$ cat config.mk
export PLATFORM = sky130hd
export DESIGN_NAME = card_evt_irq
export DESIGN_NICKNAME = d
export VERILOG_FILES = /design/src/rtl/cei_pkg.sv /design/src/rtl/cei_live.sv /design/src/rtl/cei_sticky.sv /design/src/rtl/cei_mask.sv /design/src/rtl/card_evt_irq.sv
export SDC_FILE = /design/constraint.sdc
export NUM_CORES = 1
export LEC_CHECK = 0
export BUFFER_PORTS_ARGS = -buffer_cell sky130_fd_sc_hd__buf_2
export CORE_ASPECT_RATIO = 1.2
export CORE_MARGIN = 3
export CORE_UTILIZATION = 39
export CTS_CLUSTER_DIAMETER = 100
export DETAILED_ROUTE_END_ITERATION = 12
export PLACE_DENSITY = 0.85
export SYNTH_ARGS = -nofsm -noshare
export SYNTH_HDL_FRONTEND = slang
export SYNTH_SLANG_ARGS = --single-unit
$ cat constraint.sdc
create_clock -name clk -period 1.4 [get_ports clk]
set_clock_uncertainty 0.05 [all_clocks]
set_input_delay 0.14 -clock clk [delete_from_list [all_inputs] [get_ports clk]]
set_output_delay 0.14 -clock clk [all_outputs]
set_load 0.05 [all_outputs]
$ cat src/rtl/cei_pkg.sv
package cei_pkg;
   localparam int WORD_W = 32;
   typedef logic [WORD_W-1:0] word_t;

   // live condition positions: 0..7, 14, 15
   localparam word_t LIVE_BITS = 32'h0000_C0FF;
   // sticky error positions: 16..22, 30, 31
   localparam word_t ERR_BITS  = 32'hC07F_0000;

   localparam logic [7:0] DEF_OFS_STAT = 8'h40;
   localparam logic [7:0] DEF_OFS_SET  = 8'h44;
   localparam logic [7:0] DEF_OFS_CLR  = 8'h48;
   localparam logic [7:0] DEF_OFS_MASK = 8'h4C;
endpackage

$ cat src/rtl/cei_live.sv
module cei_live #(
   parameter int          W    = 32,
   parameter logic [W-1:0] KEEP = '0,
   parameter bit          SYNC = 1'b0
) (
   input  logic         clk,
   input  logic         rst_n,
   input  logic [W-1:0] evt_i,
   output logic [W-1:0] lvl_o
);
   for (genvar i = 0; i < W; i++) begin : g_bit
      if (!KEEP[i]) begin : g_off
         assign lvl_o[i] = 1'b0;
      end else if (SYNC) begin : g_reg
         logic q;
         always_ff @(posedge clk) begin
            if (!rst_n) q <= 1'b0;
            else        q <= evt_i[i];
         end
         assign lvl_o[i] = q;
      end else begin : g_comb
         assign lvl_o[i] = evt_i[i];
      end
   end
endmodule

$ cat src/rtl/cei_sticky.sv
module cei_sticky #(
   parameter int          W    = 32,
   parameter logic [W-1:0] KEEP = '0
) (
   input  logic         clk,
   input  logic         rst_n,
   input  logic [W-1:0] set_i,
   input  logic         clr_i,
   output logic [W-1:0] flag_o
);
   for (genvar i = 0; i < W; i++) begin : g_bit
      if (KEEP[i]) begin : g_on
         logic q;
         always_ff @(posedge clk) begin
            if (!rst_n)        q <= 1'b0;
            else if (set_i[i]) q <= 1'b1;
            else if (clr_i)    q <= 1'b0;
         end
         assign flag_o[i] = q;
      end else begin : g_off
         assign flag_o[i] = 1'b0;
      end
   end
endmodule

$ cat src/rtl/cei_mask.sv
module cei_mask #(
   parameter int          W    = 32,
   parameter logic [W-1:0] IMPL = '1
) (
   input  logic         clk,
   input  logic         rst_n,
   input  logic [W-1:0] set_i,
   input  logic [W-1:0] clr_i,
   output logic [W-1:0] mask_o
);
   logic [W-1:0] mask_q;

   // a clear on the same bit overrides a set
   always_ff @(posedge clk) begin
      if (!rst_n) mask_q <= '0;
      else        mask_q <= (mask_q | set_i) & ~clr_i & IMPL;
   end

   assign mask_o = mask_q;
endmodule

$ cat src/rtl/card_evt_irq.sv
module card_evt_irq
   import cei_pkg::*;
#(
   parameter int          AW        = 8,
   parameter logic [AW-1:0] OFS_STAT = AW'(DEF_OFS_STAT),
   parameter logic [AW-1:0] OFS_SET  = AW'(DEF_OFS_SET),
   parameter logic [AW-1:0] OFS_CLR  = AW'(DEF_OFS_CLR),
   parameter logic [AW-1:0] OFS_MASK = AW'(DEF_OFS_MASK),
   parameter bit          LIVE_SYNC = 1'b0
) (
   input  logic          clk,
   input  logic          rst_n,
   input  logic [AW-1:0] bus_addr,
   input  logic          bus_wr,
   input  logic          bus_rd,
   input  logic [31:0]   bus_wdata,
   output logic [31:0]   bus_rdata,
   input  logic [31:0]   evt_in,
   output logic          irq
);
   localparam word_t IMPL_BITS = LIVE_BITS | ERR_BITS;

   if (AW < 3) begin : g_bad_aw
      $error("card_evt_irq: AW too small");
   end
   if ((OFS_STAT[1:0] | OFS_SET[1:0] | OFS_CLR[1:0] | OFS_MASK[1:0]) != 2'b00) begin : g_bad_align
      $error("card_evt_irq: offsets must be word aligned");
   end
   if (OFS_STAT == OFS_SET || OFS_STAT == OFS_CLR || OFS_STAT == OFS_MASK ||
       OFS_SET == OFS_CLR || OFS_SET == OFS_MASK || OFS_CLR == OFS_MASK) begin : g_bad_map
      $error("card_evt_irq: offsets overlap");
   end

   logic  hit_stat, hit_set, hit_clr, hit_mask;
   logic  rd_stat;
   word_t set_vec, clr_vec;
   word_t live_w, sticky_q, mask_q, stat_w;

   assign hit_stat = (bus_addr == OFS_STAT);
   assign hit_set  = (bus_addr == OFS_SET);
   assign hit_clr  = (bus_addr == OFS_CLR);
   assign hit_mask = (bus_addr == OFS_MASK);
   assign rd_stat  = bus_rd && hit_stat;

   assign set_vec = (bus_wr && hit_set) ? bus_wdata : '0;
   assign clr_vec = (bus_wr && hit_clr) ? bus_wdata : '0;

   cei_live #(.W(WORD_W), .KEEP(LIVE_BITS), .SYNC(LIVE_SYNC)) u_live (
      .clk   (clk),
      .rst_n (rst_n),
      .evt_i (evt_in),
      .lvl_o (live_w)
   );

   cei_sticky #(.W(WORD_W), .KEEP(ERR_BITS)) u_sticky (
      .clk    (clk),
      .rst_n  (rst_n),
      .set_i  (evt_in),
      .clr_i  (rd_stat),
      .flag_o (sticky_q)
   );

   cei_mask #(.W(WORD_W), .IMPL(IMPL_BITS)) u_mask (
      .clk    (clk),
      .rst_n  (rst_n),
      .set_i  (set_vec),
      .clr_i  (clr_vec),
      .mask_o (mask_q)
   );

   assign stat_w = live_w | sticky_q;
   assign irq    = |(stat_w & mask_q);

   always_ff @(posedge clk) begin
      if (!rst_n || !bus_rd) bus_rdata <= '0;
      else if (hit_stat)     bus_rdata <= stat_w;
      else if (hit_mask)     bus_rdata <= mask_q;
      else                   bus_rdata <= '0;
   end
endmodule

==> results of run 1 <==
per-layer routing:
layer / part of all wire, % / wire length, um / vias to the layer above / GRT usage, %
met4: 2.6 / 131 / 0 / 7.67
li1: - / - / 893 / -
met5: 0 / 0 / - / 0
met1: 38 / 1900 / 840 / 18.0
met3: 9.3 / 466 / 11 / 6.42
met2: 50 / 2510 / 72 / 31.3
power groups by stage:
stage,logic [mW],clock network (mW),registers (mW)
after detailed placement,0.269,0,1.40
after global routing,0.298,0.826,1.38
final,0.273,0.763,1.37
after global placement,0.261,0,1.40
after floorplan,0.180,0,1.40
after CTS,0.271,0.764,1.37
cells in the mapped netlist:
library cell   n  area share (%)
dfxtp_1       47              49
nand2_1       24             4.7
nor2_1        21             4.1
a22o_1        19             8.7
a31oi_1       19             6.2
o21ai_0       19             4.9
buf_4         13             5.1
a21oi_1        9             2.3
nor2b_1        9             2.9
a22oi_1        8             3.1
clkbuf_1       8             1.6
buf_2          3            0.78
nand4_1        2            0.65
a222oi_1       1            0.52
and4b_1        1            0.52
buf_6          1            0.59
conb_1         1            0.19
nand2_2        1            0.33
nand4b_1       1            0.46
nor3_1         1            0.26
nor3_4         1            0.85
nor4_4         1             1.1
nor4b_4        1             1.2
metrics by stage:
step	cells	setup WS (ns)	hold slack, ns	instance area (sq um)
finish	347	-0.168	0.0157	2520
global route	347	-0.214	0.0135	2520
CTS	347	-0.148	0.0158	2510
detailed placement	341	-0.0486	0.328	2400
global placement	341	-0.00355	0.320	2400
floorplan	223	0.0229	0.223	1970
registers in the layout, indices dropped and copies added (netlist names):
name,count
bus_rdata,19
u_mask.mask_o,19
u_sticky.g_bit.g_on.q,9
timing repair:
| action | CTS | global route |
|---|---|---|
| setup buffers | 0 | 0 |
| pin swaps | 4 | 2 |
| resized for setup | 9 | 3 |
| setup endpoints to repair | 1 | 1 |
path summary, 6_finish.rpt:
kind / cells past startpoint / slack [ns] / from / endpoint
setup reg to reg: 3 / 0.58 / u_mask.mask_o[20] / u_mask.mask_o[20]
hold / removal: 2 / 0.02 / evt_in[1] / bus_rdata[1]
hold reg to reg: 1 / 0.45 / u_sticky.g_bit[16].g_on.q / bus_rdata[16]
setup / recovery: 5 / -0.17 / u_mask.mask_o[18] / irq
final cells by class:
cell class	count	area, sq um
clock inverter	1	7.51
tap	58	72.6
clock buffer	5	68.8
sequential	47	945
timing repair buffer	85	522
fill	425	2140
multi-input combinational	151	908
worst reg2reg max path: cells and delay by family (launching register included):
family / cells / cell delay (ns)
buffers and inverters: 1 / 0.14
flip-flops: 1 / 0.33
AO/OA/AOI/OAI: 1 / 0.14
AND/OR/NAND/NOR: 1 / 0.06
logic make-up (layout without fill, tap and decap cells):
family          after synthesis  after routing  share of synthesized area [%]
flops                        47             47                           48.9
simple gates                 63             63                           17.1
compound gates               75             75                           25.8
buf+inv                      25             91                           8.00
other cells                   1             13                          0.195
==> flow_summary.json, run 1 <==
{
  "cts-root-buf": "clkbuf_8",
  "grt_pass1_wl_um": 8160,
  "track_usage_pct": 17.5,
  "totalWireLength_um": 5000,
  "ioPinCount": 109,
  "avgSynthCellArea_sq_um": 9.11,
  "worst_slack_ns": -0.168,
  "hold_viol": 0,
  "insertion_delay_ns": 0.30,
  "hold_buffers": 0,
  "p_sw_uw": 627,
  "internal_power_mw": 1.78,
  "cts_tree": "done",
  "ant_nets": 0,
  "tritoncts.num_buffers": 5,
  "route.vias.total": 1816,
  "cpMostUsedCell": "nand2_1",
  "min_path_type": "in2reg",
  "critPathCaptureType": "primary output",
  "grt_max_degree": 39,
  "cp.required_ns": 1.21,
  "status": "finished with violations",
  "p_per_area_mw_per_mm2": 954,
  "cp_max_fo": 3,
  "cpPeakStageDelay_ns": 0.34,
  "gp_congestion": 0.807,
  "grt_setup_unrepaired": "yes",
  "syn_inst": 211,
  "vias_per_cell": 5.23,
  "finalCriticalPeriod_ns": 1.57,
  "setup_tns_ns": -0.168,
  "clockPowerShare_pct": 31.7,
  "fin_util_pct": 54.1,
  "max-vdd-ir-drop_uv": 432,
  "grt_pass1_vias": 1821,
  "finalSetupViolCount": 1,
  "fmax_mhz": 638,
  "dieArea_sq_mm": 0.00581,
  "core_area_sq_mm": 0.00466,
  "area_growth_pct": 31.2,
  "die_height_um": 82.9,
  "rows": 27,
  "cts_buffer_depth": 2,
  "drtIter0Drc": 145,
  "cts.sink_count": 47,
  "ys_warn_count": 0,
  "violations": "setup timing",
  "layout.cells.most_common": "buf_2",
  "synth_seq_area_share_pct": 48.9,
  "p_sw_share_pct": 26.0,
  "die_w_um": 70.1,
  "synth_area_sq_mm": 0.00192,
  "min_period_over_period_pct": 112,
  "grt_remaining_overflow": 0,
  "drv_slew": 0,
  "path_cells": "a22oi_1, nand2_1, nor3_2, nand2_1, buf_6",
  "hpwlAfterDp_um": 3700,
  "antennaDiodeCount": 0,
  "path_buf_inv": 1,
  "routedWlPerCell_um": 14.4,
  "cts.clk_slew.worst_paths_ns": 0.08,
  "start_kind": "flip-flop",
  "report.power.total_mw": 2.41,
  "fin_nets": 366,
  "crit_path_top_delay_cell": "dfxtp_1",
  "seqPwrFrac_pct": 57.0,
  "initial_core_util_pct": 41.3,
  "layout-drive-gt1-share_pct": 36.3,
  "drc": 0,
  "drv_cap": 0,
  "htree_levels": 2,
  "io_buffers": 69,
  "ys_seq_elements": 47,
  "drtPass1Iterations": 4,
  "crit_family": "simple AND/OR/NAND/NOR gates",
  "antenna_found_initial": 0,
  "leakage_nw": 1.14,
  "critPathKind": "reg2out",
  "yosysUniqueCellTypes": 23,
  "critical_path_arrival_ns": 1.38,
  "pwr-share-comb_pct": 11.3,
  "layout_common_cells": "68 x buf_2, 44 x dfxtp_1, 24 x nand2_1, 21 x nor2_1"
}
No activity file was read; power rests on OpenSTA's default activity.
==> run 2, diff against run 1 <==
CTS_CLUSTER_SIZE = 10   (was unset)
REMOVE_ABC_BUFFERS = 1   (was unset)
==> run 2 against run 1 <==
Compared with the run above: the run still ends with setup timing left; final area down 0.89%; hold slack gained 0.0064 ns; power is 0.79% lower; via count shrank 1.8%; highest routed layer unchanged.
==> flow_summary.json, run 2 (synthesized netlist as in run 1, its figures left out) <==
{
  "status": "finished with violations",
  "violations": "setup timing",
  "critical_path_arrival_ns": 1.35,
  "preCtsSetupSlack_ns": -0.0774,
  "gp_congestion": 0.739,
  "cts.clk_slew.worst_paths_ns": 0.08,
  "die_height_um": 82.9,
  "grt_setup_unrepaired": "yes",
  "hold_viol": 0,
  "area_growth_pct": 30.1,
  "tritoncts.num_buffers": 5,
  "rows": 27,
  "cts-root-buf": "clkbuf_8",
  "critPathKind": "reg2out",
  "totalWireLength_um": 4800,
  "htree_levels": 2,
  "ant_nets": 0,
  "io_buffers": 69,
  "setup_tns_ns": -0.140,
  "cpPeakStageDelay_ns": 0.34,
  "worst_slack_ns": -0.140,
  "grt_remaining_overflow": 0,
  "fin_nets": 364,
  "min_path_cells": 3,
  "cp_max_fo": 3,
  "drtPass1Iterations": 4,
  "fill_cells": 455,
  "reg2reg_to": "bus_rdata[20]",
  "layout.cells.most_common": "buf_2",
  "reg2reg_from": "u_sticky.g_bit[20].g_on.q",
  "critPathCaptureType": "primary output",
  "route.vias.total": 1784,
  "drv_cap": 0,
  "grt_max_degree": 39,
  "finalSetupViolCount": 1,
  "initial_core_util_pct": 41.3,
  "layout-drive-gt1-share_pct": 35.5,
  "fmax_mhz": 649,
  "min_path_type": "in2reg",
  "ff2ff_path_depth": 2,
  "ioPinCount": 109,
  "cp.required_ns": 1.21,
  "multiInputGateArea_sq_um": 903,
  "p_per_area_mw_per_mm2": 955,
  "cts.sink_count": 47,
  "die_w_um": 70.1,
  "core_area_sq_mm": 0.00466,
  "grt_pass1_wl_um": 8040,
  "drv_slew": 0,
  "crit_path_top_delay_cell": "dfxtp_1",
  "grt_pass1_vias": 1772,
  "antenna_found_initial": 0,
  "antennaDiodeCount": 0,
  "max-vdd-ir-drop_uv": 374,
  "dieArea_sq_mm": 0.00581,
  "cpMostUsedCell": "nand2_1",
  "finalCriticalPeriod_ns": 1.54,
  "drtIter0Drc": 176,
  "reg2reg_setup_slack_ns": 0.57,
  "min_period_over_period_pct": 110,
  "start_kind": "flip-flop",
  "hold-worst-slack_ns": 0.0221,
  "drc": 0,
  "vias_per_cell": 5.17,
  "whs_endpoint": "u_sticky.g_bit[22].g_on.q",
  "track_usage_pct": 17.3,
  "cts_tree": "done",
  "path_cells": "a22oi_2, nand2_1, nor3_2, nand2_1, buf_6",
  "leakage_nw": 1.13,
  "layout_common_cells": "68 x buf_2, 43 x dfxtp_1, 24 x nand2_1, 21 x nor2_1",
  "hpwlAfterDp_um": 3430,
  "insertion_delay_ns": 0.30,
  "cts_buffer_depth": 2,
  "routedWlPerCell_um": 13.9,
  "regArea_sq_um": 946,
  "min_from": "evt_in[22]"
}
==> run 2: changes by cell type in the layout (fill, tap and decap cells not counted) <==
cell,change
dfxtp_1,-1
dfxtp_2,+1
clkinvlp_4,-1
clkbuf_1,+1
buf_4,-2
a22oi_2,-1
a22oi_1,+1
==> run 2: stage by stage <==
stage	total power [mW]	instances	utilization, %	area [sq um]
after CTS	2.41	345	53.4	2490
final	2.39	345	53.7	2500
after global placement	1.66	338	51.0	2380
after floorplan	1.53	198	-	1810
after detailed placement	1.67	338	51.0	2380
after global routing	2.50	345	53.7	2500
==> run 2: worst max-delay path by stage <==
stage               slack, ns                 startpoint            end
finish                  -0.14          u_mask.mask_o[16]            irq
global route            -0.31  u_sticky.g_bit[19].g_on.q            irq
CTS                     -0.19           u_mask.mask_o[3]            irq
detailed placement      -0.08                bus_addr[7]   bus_rdata[6]
global placement       -0.002                bus_addr[7]  bus_rdata[20]
floorplan               -0.07                bus_addr[7]   bus_rdata[0]
==> run 2: area by class of cell <==
| type | instances | share of cell area, % |
|---|---|---|
| sequential | 47 | 37.8 |
| tap | 58 | 2.90 |
| multi-input combinational | 151 | 36.1 |
| clock buffer | 6 | 2.90 |
| timing repair buffer | 83 | 20.3 |
==> run 2: power breakdown <==
part           leakage, nW  internal (mW)  switching, mW
registers            0.383           1.36         0.0157
clock network       0.0371          0.333          0.411
logic                0.714         0.0956          0.178
==> run 2: per-layer routing <==
metal  GRT usage, %  up-vias  part of all wire (%)
met5              0        -                     0
met4           6.27        0                  0.87
met3           6.05        4                   8.2
met2           29.9       65                    52
met1           19.5      830                    39
li1               -      885                     -
==> run 2: critical path, delay by kind of cell (launching register included) <==
family	cells	cell delay [ns]
AO/OA/AOI/OAI	1	0.19
AND/OR/NAND/NOR	3	0.35
buffers and inverters	1	0.17
flip-flops	1	0.34
==> run 2: repair_timing <==
item,CTS,global route
endpoints found under the hold margin,0,0
pin swaps,4,3
gates resized for setup,9,3
hold buffers,0,0
setup buffers,1,0
setup endpoints to repair,1,1
==> run 3, diff against run 2 <==
PLACE_DENSITY = 0.75   (was 0.85)
SKIP_LAST_GASP = 1   (was unset)
==> run 3 against run 2 <==
Compared with the run above: the flow still finishes with violations (setup timing); count of clock-buffer cells in the layout shrank 1; worst setup slack lost 0.015 ns; final area grew 2.8%; critical path depth is the same; non-clock buffer count grew 2; combinational power is essentially flat; final cell count grew 1.2%; fmax shrank 0.96%; clock power grew 32%; core utilization grew 1.5 points; sequential share of layout area shrank 1.0 points.
==> flow_summary.json, run 3 (synthesized netlist as in run 1, its figures left out) <==
{
  "max-vdd-ir-drop_uv": 443,
  "status": "finished with violations",
  "hpwlAfterDp_um": 3260,
  "critPathCaptureType": "primary output",
  "cts_buffer_depth": 2,
  "violations": "setup timing",
  "ff2ff_path_depth": 2,
  "io_buffers": 69,
  "place_area_sq_mm": 0.00240,
  "leakage_nw": 1.17,
  "drc": 0,
  "layout-drive-gt1-share_pct": 37.8,
  "hold_viol": 0,
  "cts-root-buf": "clkbuf_8",
  "die_w_um": 70.1,
  "cts.clk_slew.worst_paths_ns": 0.09,
  "gp_congestion": 0.676,
  "htree_levels": 2,
  "grt_pass1_vias": 1638,
  "fin_util_pct": 55.2,
  "cp_max_fo": 3,
  "ioPinCount": 109,
  "drv_cap": 0,
  "core_area_sq_mm": 0.00466,
  "antenna_found_initial": 0,
  "rows": 27,
  "dieArea_sq_mm": 0.00581,
  "die_height_um": 82.9,
  "tritoncts.num_buffers": 5,
  "insertion_delay_ns": 0.29,
  "finalCriticalPeriod_ns": 1.56,
  "worst_slack_ns": -0.155,
  "critPathKind": "reg2out",
  "layout_common_cells": "68 x buf_2, 43 x dfxtp_1, 24 x nand2_1, 21 x nor2_1",
  "min_path_cells": 3,
  "routedWlPerCell_um": 13.7,
  "grt_pass1_wl_um": 7580,
  "start_kind": "flip-flop",
  "post_cts_buffers": 0,
  "cts.sink_count": 47,
  "p_per_area_mw_per_mm2": 1020,
  "grt_remaining_overflow": 0,
  "preCtsSetupSlack_ns": -0.0227,
  "antennaDiodeCount": 0,
  "totalWireLength_um": 4770,
  "route.vias.total": 1821,
  "reg2reg_setup_slack_ns": 0.58,
  "cp.required_ns": 1.21,
  "min_period_over_period_pct": 111,
  "finalSetupViolCount": 1,
  "fin_nets": 366,
  "drtIter0Drc": 91,
  "area_growth_pct": 33.7,
  "whs_endpoint": "u_sticky.g_bit[16].g_on.q",
  "min_path_type": "in2reg",
  "grt_max_degree": 39,
  "reg2reg_from": "u_mask.mask_o[30]",
  "fin_area_sq_mm": 0.00257,
  "layout.cells.most_common": "buf_2",
  "fmax_mhz": 643,
  "ant_nets": 0,
  "critical_path_arrival_ns": 1.37,
  "min_from": "evt_in[16]",
  "cts_tree": "done",
  "grt_setup_unrepaired": "yes",
  "initial_core_util_pct": 41.3,
  "drv_slew": 0,
  "reg2reg_to": "bus_rdata[30]",
  "track_usage_pct": 16.1,
  "vias_per_cell": 5.22,
  "drtPass1Iterations": 4
}
## run 3: critical path: stages, from the launching register on
cell     delay, ns
dfxtp_1       0.34
a22oi_2       0.18
nand2_1       0.10
nor3_2        0.20
nand2_1       0.09
buf_6         0.17
## run 3: final cells by class
class	count	area, sq um
Tap cell	58	72.6
Fill cell	427	2090
Timing Repair Buffer	85	522
Sequential cell	47	946
Clock buffer	5	68.8
Multi-Input combinational cell	151	918
Clock inverter	3	43.8
## run 3: power breakdown
part	leakage (nW)	internal, mW	total (mW)	switching (mW)
clock network	0.0581	0.532	0.986	0.454
registers	0.383	1.36	1.37	0.0170
logic	0.727	0.0960	0.273	0.177
## run 3: what timing repair did
action,4_1_cts,5_1_grt
gates resized for setup,11,4
pin swaps,4,3
hold buffers,0,0
setup endpoints to repair,1,1
## run 3: through the flow
stage | setup TNS (ns) | total power [mW] | std cells | hold WS, ns
after floorplan | -1.38 | 1.53 | 198 | 0.218
after global placement | -0.0217 | 1.66 | 341 | 0.317
after detailed placement | -0.153 | 1.67 | 341 | 0.325
after CTS | -0.175 | 2.66 | 349 | 0.0119
after global routing | -0.275 | 2.73 | 349 | 0.0118
final | -0.155 | 2.63 | 349 | 0.0188
## run 3: worst max path at each step
stage                                    startpoint       endpoint  slack, ns
after floorplan                         bus_addr[7]   bus_rdata[0]      -0.07
after global placement                  bus_addr[7]  bus_rdata[16]      -0.01
after detailed placement                bus_addr[7]  bus_rdata[20]      -0.02
after CTS                 u_sticky.g_bit[19].g_on.q            irq      -0.18
after global routing      u_sticky.g_bit[19].g_on.q            irq      -0.28
final                             u_mask.mask_o[16]            irq      -0.16
## run 3: layer usage
layer	GRT usage [%]	part of all wire [%]	up-vias
li1	-	-	898
met1	19.0	41	832
met2	27.4	49	86
met3	5.45	9.3	5
met4	4.88	0.61	0
met5	0	0	-
